## src/rtl/core_alloc_pkg.sv

```systemverilog
package core_alloc_pkg;

  typedef enum logic [1:0] {
    KIND_SINGLE = 2'd0,
    KIND_PAIR   = 2'd1,
    KIND_MULTI  = 2'd2,
    KIND_RSVD   = 2'd3
  } reqKind_e;

  // strobes from control to datapath
  typedef struct packed {
    logic accept;
    logic stepRot;
    logic commit;
    logic abort;
    logic applyStops;
  } allocStrb_t;

  // search status from datapath to control
  typedef struct packed {
    logic hit;
    logic rotLast;
    logic isMulti;
  } allocStat_t;

endpackage

```

## src/rtl/core_alloc_ctrl.sv

```systemverilog
module core_alloc_ctrl
  import core_alloc_pkg::*;
#(
  parameter int NUM_CORES = 16
) (
  input  logic       clk,
  input  logic       rstN,
  input  logic       reqValid,
  input  allocStat_t stat,
  output allocStrb_t strb,
  output logic       busy,
  output logic       done,
  output logic       fail
);

  localparam int CNT_W = $clog2(NUM_CORES + 2);

  typedef enum logic {ST_IDLE, ST_SEARCH} state_e;
  state_e state, stateNext;

  always_comb begin
    strb      = '0;
    stateNext = state;
    case (state)
      ST_IDLE: begin
        strb.applyStops = 1'b1;
        if (reqValid) begin
          strb.accept = 1'b1;
          stateNext   = ST_SEARCH;
        end
      end
      default: begin
        if (stat.hit) begin
          strb.commit = 1'b1;
          stateNext   = ST_IDLE;
        end else if (!stat.isMulti || stat.rotLast) begin
          strb.abort = 1'b1;
          stateNext  = ST_IDLE;
        end else begin
          strb.stepRot = 1'b1;
        end
      end
    endcase
  end

  always_ff @(posedge clk or negedge rstN) begin
    if (!rstN) begin
      state <= ST_IDLE;
      done  <= 1'b0;
      fail  <= 1'b0;
    end else begin
      state <= stateNext;
      done  <= strb.commit;
      fail  <= strb.abort;
    end
  end

  assign busy = (state == ST_SEARCH);

  // bounded search length, counted outside the FSM
  logic [CNT_W-1:0] busyCnt;
  always_ff @(posedge clk or negedge rstN) begin
    if (!rstN)      busyCnt <= '0;
    else if (busy)  busyCnt <= busyCnt + 1'b1;
    else            busyCnt <= '0;
  end

  AST_SEARCH_BOUND: assert property (@(posedge clk) disable iff (!rstN)
    busyCnt <= CNT_W'(NUM_CORES));
  AST_DONE_PULSE: assert property (@(posedge clk) disable iff (!rstN)
    (done || fail) |=> !(done || fail));
  AST_DONE_FAIL_EXCL: assert property (@(posedge clk) disable iff (!rstN)
    !(done && fail));
  AST_IDLE_AFTER_END: assert property (@(posedge clk) disable iff (!rstN)
    (done || fail) |-> !busy);

endmodule

```

## src/rtl/core_alloc_dp.sv

```systemverilog
module core_alloc_dp
  import core_alloc_pkg::*;
#(
  parameter int NUM_CORES = 16,
  parameter int ADDR_W    = 20,
  parameter int ID_W      = $clog2(NUM_CORES)
) (
  input  logic                 clk,
  input  logic                 rstN,
  input  allocStrb_t           strb,
  output allocStat_t           stat,
  input  logic [1:0]           reqKind,
  input  logic [ADDR_W-1:0]    reqAddr,
  input  logic [NUM_CORES-1:0] reqMap,
  input  logic                 maskWe,
  input  logic [NUM_CORES-1:0] maskData,
  input  logic                 stopValid,
  input  logic [ID_W-1:0]      stopId,
  output logic [ID_W-1:0]      grantId,
  output logic [NUM_CORES-1:0] startStrobe,
  output logic [ADDR_W-1:0]    startAddr,
  output logic [NUM_CORES-1:0] stopStrobe,
  output logic [NUM_CORES-1:0] runMap
);

  reqKind_e             kindQ;
  logic [ADDR_W-1:0]    addrQ;
  logic [NUM_CORES-1:0] mapQ;
  logic [ID_W-1:0]      rotQ;
  logic [NUM_CORES-1:0] candMask;
  logic [NUM_CORES-1:0] pendStop;

  function automatic logic [NUM_CORES-1:0] rotL(input logic [NUM_CORES-1:0] v,
                                                input logic [ID_W-1:0] r);
    logic [2*NUM_CORES-1:0] d;
    d = {v, v} << r;
    return d[2*NUM_CORES-1 -: NUM_CORES];
  endfunction

  logic [NUM_CORES-1:0] freeMap, singleElig, rotated, stopNow, grantNext;
  logic [NUM_CORES-2:0] pairElig;
  logic [ID_W-1:0]      singleId, pairId, grantIdNext;
  logic                 singleHit, pairHit, multiHit;

  assign freeMap    = ~runMap;
  assign singleElig = freeMap & candMask;
  assign rotated    = rotL(mapQ, rotQ);
  assign multiHit   = (rotated & runMap) == '0;
  assign stopNow    = stopValid ? (NUM_CORES'(1) << stopId) : '0;

  for (genvar g = 0; g < NUM_CORES - 1; g++) begin : g_pair
    assign pairElig[g] = freeMap[g] & freeMap[g+1];
  end

  always_comb begin
    singleId  = '0;
    singleHit = 1'b0;
    for (int i = NUM_CORES - 1; i >= 0; i--) begin
      if (singleElig[i]) begin
        singleId  = ID_W'(i);
        singleHit = 1'b1;
      end
    end
  end

  always_comb begin
    pairId  = '0;
    pairHit = 1'b0;
    for (int i = NUM_CORES - 2; i >= 0; i--) begin
      if (pairElig[i]) begin
        pairId  = ID_W'(i);
        pairHit = 1'b1;
      end
    end
  end

  always_comb begin
    stat.isMulti = (kindQ == KIND_MULTI);
    stat.rotLast = (rotQ == ID_W'(NUM_CORES - 1));
    case (kindQ)
      KIND_SINGLE: begin
        stat.hit    = singleHit;
        grantNext   = NUM_CORES'(1) << singleId;
        grantIdNext = singleId;
      end
      KIND_PAIR: begin
        stat.hit    = pairHit;
        grantNext   = NUM_CORES'(3) << pairId;
        grantIdNext = pairId;
      end
      KIND_MULTI: begin
        stat.hit    = multiHit;
        grantNext   = rotated;
        grantIdNext = rotQ;
      end
      default: begin
        stat.hit    = 1'b0;
        grantNext   = '0;
        grantIdNext = '0;
      end
    endcase
  end

  always_ff @(posedge clk or negedge rstN) begin
    if (!rstN) begin
      kindQ       <= KIND_SINGLE;
      addrQ       <= '0;
      mapQ        <= '0;
      rotQ        <= '0;
      candMask    <= '1;
      pendStop    <= '0;
      runMap      <= '0;
      grantId     <= '0;
      startStrobe <= '0;
      startAddr   <= '0;
      stopStrobe  <= '0;
    end else begin
      startStrobe <= '0;
      stopStrobe  <= '0;
      if (maskWe) candMask <= maskData;
      if (strb.accept) begin
        kindQ <= reqKind_e'(reqKind);
        addrQ <= reqAddr;
        mapQ  <= reqMap;
        rotQ  <= '0;
      end
      if (strb.stepRot) rotQ <= rotQ + 1'b1;
      if (strb.commit) begin
        runMap      <= runMap | grantNext;
        startStrobe <= grantNext;
        startAddr   <= addrQ;
        grantId     <= grantIdNext;
      end
      if (strb.applyStops) begin
        runMap     <= runMap & ~(pendStop | stopNow);
        stopStrobe <= pendStop | stopNow;
        pendStop   <= '0;
      end else begin
        pendStop <= pendStop | stopNow;
      end
    end
  end

  AST_START_FREE: assert property (@(posedge clk) disable iff (!rstN)
    (startStrobe != '0) |-> (($past(runMap) & startStrobe) == '0));
  AST_SINGLE_MASKED: assert property (@(posedge clk) disable iff (!rstN)
    $past(strb.commit && kindQ == KIND_SINGLE) |->
      ($countones(startStrobe) == 1 && (startStrobe & $past(candMask)) != '0));
  AST_PAIR_ADJ: assert property (@(posedge clk) disable iff (!rstN)
    $past(strb.commit && kindQ == KIND_PAIR) |->
      ($countones(startStrobe) == 2 && (startStrobe & (startStrobe >> 1)) != '0));
  AST_FAIL_KEEPS: assert property (@(posedge clk) disable iff (!rstN)
    strb.abort |=> ($stable(runMap) && startStrobe == '0));
  AST_STOP_DEFER: assert property (@(posedge clk) disable iff (!rstN)
    strb.stepRot |=> $stable(runMap));

endmodule

```

## src/rtl/core_launch_alloc.sv

```systemverilog
module core_launch_alloc
  import core_alloc_pkg::*;
#(
  parameter int NUM_CORES = 16,
  parameter int ADDR_W    = 20,
  parameter int ID_W      = $clog2(NUM_CORES)
) (
  input  logic                 clk,
  input  logic                 rstN,
  input  logic                 reqValid,
  input  logic [1:0]           reqKind,
  input  logic [ADDR_W-1:0]    reqAddr,
  input  logic [NUM_CORES-1:0] reqMap,
  input  logic                 maskWe,
  input  logic [NUM_CORES-1:0] maskData,
  input  logic                 stopValid,
  input  logic [ID_W-1:0]      stopId,
  output logic                 busy,
  output logic                 done,
  output logic                 fail,
  output logic [ID_W-1:0]      grantId,
  output logic [NUM_CORES-1:0] startStrobe,
  output logic [ADDR_W-1:0]    startAddr,
  output logic [NUM_CORES-1:0] stopStrobe,
  output logic [NUM_CORES-1:0] runMap
);

  allocStrb_t strb;
  allocStat_t stat;

  core_alloc_ctrl #(.NUM_CORES(NUM_CORES)) u_ctrl (
    .clk(clk), .rstN(rstN), .reqValid(reqValid), .stat(stat), .strb(strb),
    .busy(busy), .done(done), .fail(fail)
  );

  core_alloc_dp #(.NUM_CORES(NUM_CORES), .ADDR_W(ADDR_W), .ID_W(ID_W)) u_dp (
    .clk(clk), .rstN(rstN), .strb(strb), .stat(stat),
    .reqKind(reqKind), .reqAddr(reqAddr), .reqMap(reqMap),
    .maskWe(maskWe), .maskData(maskData),
    .stopValid(stopValid), .stopId(stopId),
    .grantId(grantId), .startStrobe(startStrobe), .startAddr(startAddr),
    .stopStrobe(stopStrobe), .runMap(runMap)
  );

endmodule

```

## config.mk

```make
export PLATFORM = sky130hd
export DESIGN_NAME = core_launch_alloc
export DESIGN_NICKNAME = d
export VERILOG_FILES = /design/src/rtl/core_alloc_pkg.sv /design/src/rtl/core_alloc_ctrl.sv /design/src/rtl/core_alloc_dp.sv /design/src/rtl/core_launch_alloc.sv
export SDC_FILE = /design/constraint.sdc
export NUM_CORES = 1
export LEC_CHECK = 0
export BUFFER_PORTS_ARGS = -buffer_cell sky130_fd_sc_hd__buf_2
export CAP_MARGIN = 15
export CORE_MARGIN = 5
export CORE_UTILIZATION = 50
export DETAILED_ROUTE_END_ITERATION = 16
export PLACE_DENSITY = 0.73
export SLEW_MARGIN = 20
export SYNTH_ARGS = -nofsm -noshare
export SYNTH_HDL_FRONTEND = slang
export SYNTH_HIERARCHICAL = 1
export SYNTH_SLANG_ARGS = --single-unit
```

## constraint.sdc

```tcl
create_clock -name clk -period 4.8 [get_ports clk]
set_clock_uncertainty 0.2 [all_clocks]
set_input_delay 0.72 -clock clk [delete_from_list [all_inputs] [get_ports clk]]
set_output_delay 0.72 -clock clk [all_outputs]
set_load 0.1 [all_outputs]
```

==> results.json <==
{
  "cts_resized": 0,
  "post_drt_wl_per_cell_um": 20.8,
  "max-vdd-ir-drop_mv": 0.820,
  "drtAntennaViolNets": 0,
  "vias": 6126,
  "ff2ff_path_depth": 11,
  "status": "finished clean",
  "drv_cap": 0,
  "fp.coreArea_um2": 14500,
  "synth_edf_count": 0,
  "p_total_w": 0.00684,
  "worst_ep_required_time_ns": 4.91,
  "p_leak_nw": 3.99,
  "whs_ns": 0.209,
  "synth-seq-cells": 149,
  "yosysWarningCount": 6,
  "place_area_um2": 8230,
  "port_buffers": 137,
  "syn-instance-count": 692,
  "drc_errors": 0,
  "grt_pass1_wl_mm": 34.0,
  "setup_viol": 0,
  "dr.pass1.iters": 5,
  "io_pins": 138,
  "hold_buffers": 0,
  "ys_seq_area_share_pct": 50.4,
  "antenna_found_initial": 0,
  "die_h_um": 132,
  "synthFlopType": "dfrtp_1",
  "area_delta_synth_final_pct": 19.0,
  "synth.avg_cell_area_um2": 10.7,
  "cts_root_buf": "clkbuf_16",
  "cp-start-kind": "register",
  "rows": 44,
  "drtIter0Drc": 555,
  "place_congestion": 0.950,
  "h-tree-depth": 4,
  "layout.cells.non_filler": 1012,
  "initial_core_util_pct": 51.1,
  "worst_pin_slew_ns": 0.939,
  "post-route-period-util_pct": 89.4,
  "n_antenna_cell": 0,
  "drive_gt1_share_pct": 35.4,
  "grt_pass1_vias": 6296,
  "tns_ns": 0,
  "hp-class": "input pin to asynchronous set/reset pin",
  "r2r-start": "u_dp/rotQ[1]$_DFFE_PN0P_",
  "avgViaCountPerCell": 6.05,
  "criticalPathCategory": "register to register",
  "fp.dieArea_um2": 17400,
  "p_per_area_nw_per_um2": 774,
  "rrSetupSlack_ns": 0.51,
  "hold_viol_final": 0,
  "cts_sinks": 149,
  "max-slew-margin-rel_pct": 37.4,
  "cp-end-kind": "register",
  "design_area_um2": 8840,
  "cts_tree": "built",
  "hpwlAfterDp_mm": 15.4,
  "crit_fanout": 17,
  "synthArstFlopShare_pct": 100,
  "grt_usage_pct": 24.4,
  "clk_pin_slew_ns": 0.07,
  "syn-num-nets": 758,
  "die_w_um": 132,
  "gr-total-overflow": 0,
  "ys_types": 64,
  "cts_max_path_buffers": 2,
  "nNetsFinal": 881,
  "drt-total-wl_mm": 21.0,
  "clk_latency_ns": 0.42,
  "rsz0062_at_grt": "false",
  "syn_area_um2": 7430,
  "arrival_ns": 4.40,
  "fin_crit_ns": 4.29,
  "cts_made_buffers": 17,
  "clock.fmax_ghz": 0.233,
  "cts_setup_buffers": 0,
  "drv_slew": 0,
  "placed_cells": 980,
  "grt_max_degree": 114,
  "r2r_end": "u_dp/runMap[7]$_DFFE_PN0P_"
}
-- Yosys cell counts, types with 5 or more instances --
library cell    n  area (um2)
nor2b_1        14        87.6
dfrtp_1       133        3330
a22oi_1         7        52.6
nand4_1         5        31.3
dfstp_2        16         420
a211oi_1       10        75.1
buf_2          11        55.1
mux2i_1        19         190
a31oi_1        23         144
mux4_2          7         158
o22ai_1        28         175
o21ai_0        34         170
nand2b_1       21         131
o21ai_1         5        25.0
nor2_1         81         304
a21o_1          9        67.6
a21oi_1        38         190
clkbuf_1       23        86.3
inv_1          16        60.1
mux2_2         83         935
nand3_1         6        30.0
nand2_1        37         139
-- per-layer routing --
layer  track usage, %  share of wire (%)  vias to the layer above
met5                0                  0                        -
met3             7.37                9.1                       39
met2             38.0                 47                      300
li1                 -                  -                     2762
met4             8.86                2.2                        0
met1             32.3                 42                     3025
-- per-stage QoR --
stage                     utilization, %  worst slack, ns
after global placement              56.6            0.764
after floorplan                        -             1.32
after global routing                60.8            0.215
after detailed placement            56.6            0.566
final                               60.8            0.509
after CTS                           60.8            0.568
-- flip-flops by register name, summed over array words and instances, names as in the netlist --
| register | flops |
|---|---|
| u_dp/stopStrobe | 16 |
| u_dp/rotQ | 4 |
| u_dp/grantId | 4 |
| u_dp/mapQ | 16 |
| u_dp/pendStop | 16 |
| u_dp/addrQ | 20 |
| u_dp/runMap | 16 |
| u_ctrl/busy | 1 |
| u_dp/kindQ | 2 |
| u_dp/startStrobe | 16 |
| u_ctrl/done | 1 |
| u_dp/candMask | 16 |
| u_ctrl/fail | 1 |
| u_dp/startAddr | 20 |
-- logic make-up (layout without fill, tap and decap cells) --
| kind of cell | Yosys count | in the layout | share of synthesized area [%] |
|---|---|---|---|
| AOI/OAI and AO/OA | 181 | 181 | 15.4 |
| xor gates and xnor gates | 2 | 2 | 0.236 |
| adders and majority gates | 3 | 3 | 0.505 |
| buffers and inverters | 57 | 193 | 3.33 |
| DFF | 149 | 149 | 50.4 |
| muxes | 112 | 112 | 18.0 |
| and+or+nand+nor | 188 | 188 | 12.1 |
-- layout by cell type (no fill, tap or decap), types with 3 or more instances in the layout --
cell,synthesis,routed
and2_1,3,3
ha_1,3,3
dfrtp_1,133,133
o22ai_1,28,28
inv_6,0,3
a211oi_1,10,10
nand3_1,6,6
clkinv_4,0,3
nor2_1,81,81
inv_1,16,16
o21ai_1,5,5
nand4_1,5,5
mux4_2,7,7
a21oi_1,38,38
a22oi_1,7,7
buf_2,11,136
o211ai_1,3,3
mux2i_1,19,19
nand2_1,37,37
dfstp_2,16,16
a31oi_1,23,23
a22o_1,4,4
clkbuf_16,0,17
nor2b_1,14,14
mux2_2,83,83
buf_4,1,7
bufinv_16,0,3
nand2b_1,21,21
a21o_1,9,9
o21ai_0,34,34
-- cell type report --
type | instances | area (um2)
Timing Repair Buffer | 144 | 747
Inverter | 17 | 63.8
Clock buffer | 19 | 443
Clock inverter | 13 | 171
Multi-Input combinational cell | 486 | 3440
Sequential cell | 149 | 3750
Tap cell | 184 | 230
Fill cell | 1206 | 5690
-- power by group --
| group | switching (W) | internal, W |
|---|---|---|
| combinational | 0.00259 | 0.000880 |
| sequential | 0.000421 | 0.00157 |
| clock | 0.000542 | 0.000840 |
-- critical path, cell delays in order, from the launching register on --
cell       delay, ns
dfrtp_1         0.81
buf_4           0.27
mux2i_1         0.37
a22o_1          0.21
a211oi_1        0.06
o21ai_0         0.32
o22ai_1         0.13
nor4_1          0.26
o2bb2ai_1       0.22
and2_2          0.46
nand3_1         0.48
o21ai_0         0.37
-- how the worst max path moves through the flow --
stage | from | endpoint | slack [ns]
global placement | u_dp/rotQ[2]$_DFFE_PN0P_ | u_dp/runMap[2]$_DFFE_PN0P_ | 0.76
CTS | u_dp/rotQ[1]$_DFFE_PN0P_ | u_dp/runMap[7]$_DFFE_PN0P_ | 0.57
global route | u_dp/rotQ[1]$_DFFE_PN0P_ | u_dp/runMap[15]$_DFFE_PN0P_ | 0.22
finish | u_dp/rotQ[1]$_DFFE_PN0P_ | u_dp/runMap[7]$_DFFE_PN0P_ | 0.51
detailed placement | u_dp/rotQ[1]$_DFFE_PN0P_ | u_dp/runMap[7]$_DFFE_PN0P_ | 0.57
floorplan | u_dp/runMap[8]$_DFFE_PN0P_ | u_dp/startStrobe[10]$_DFF_PN0_ | 1.32
Note: power is estimated with default switching activity, not from simulation.
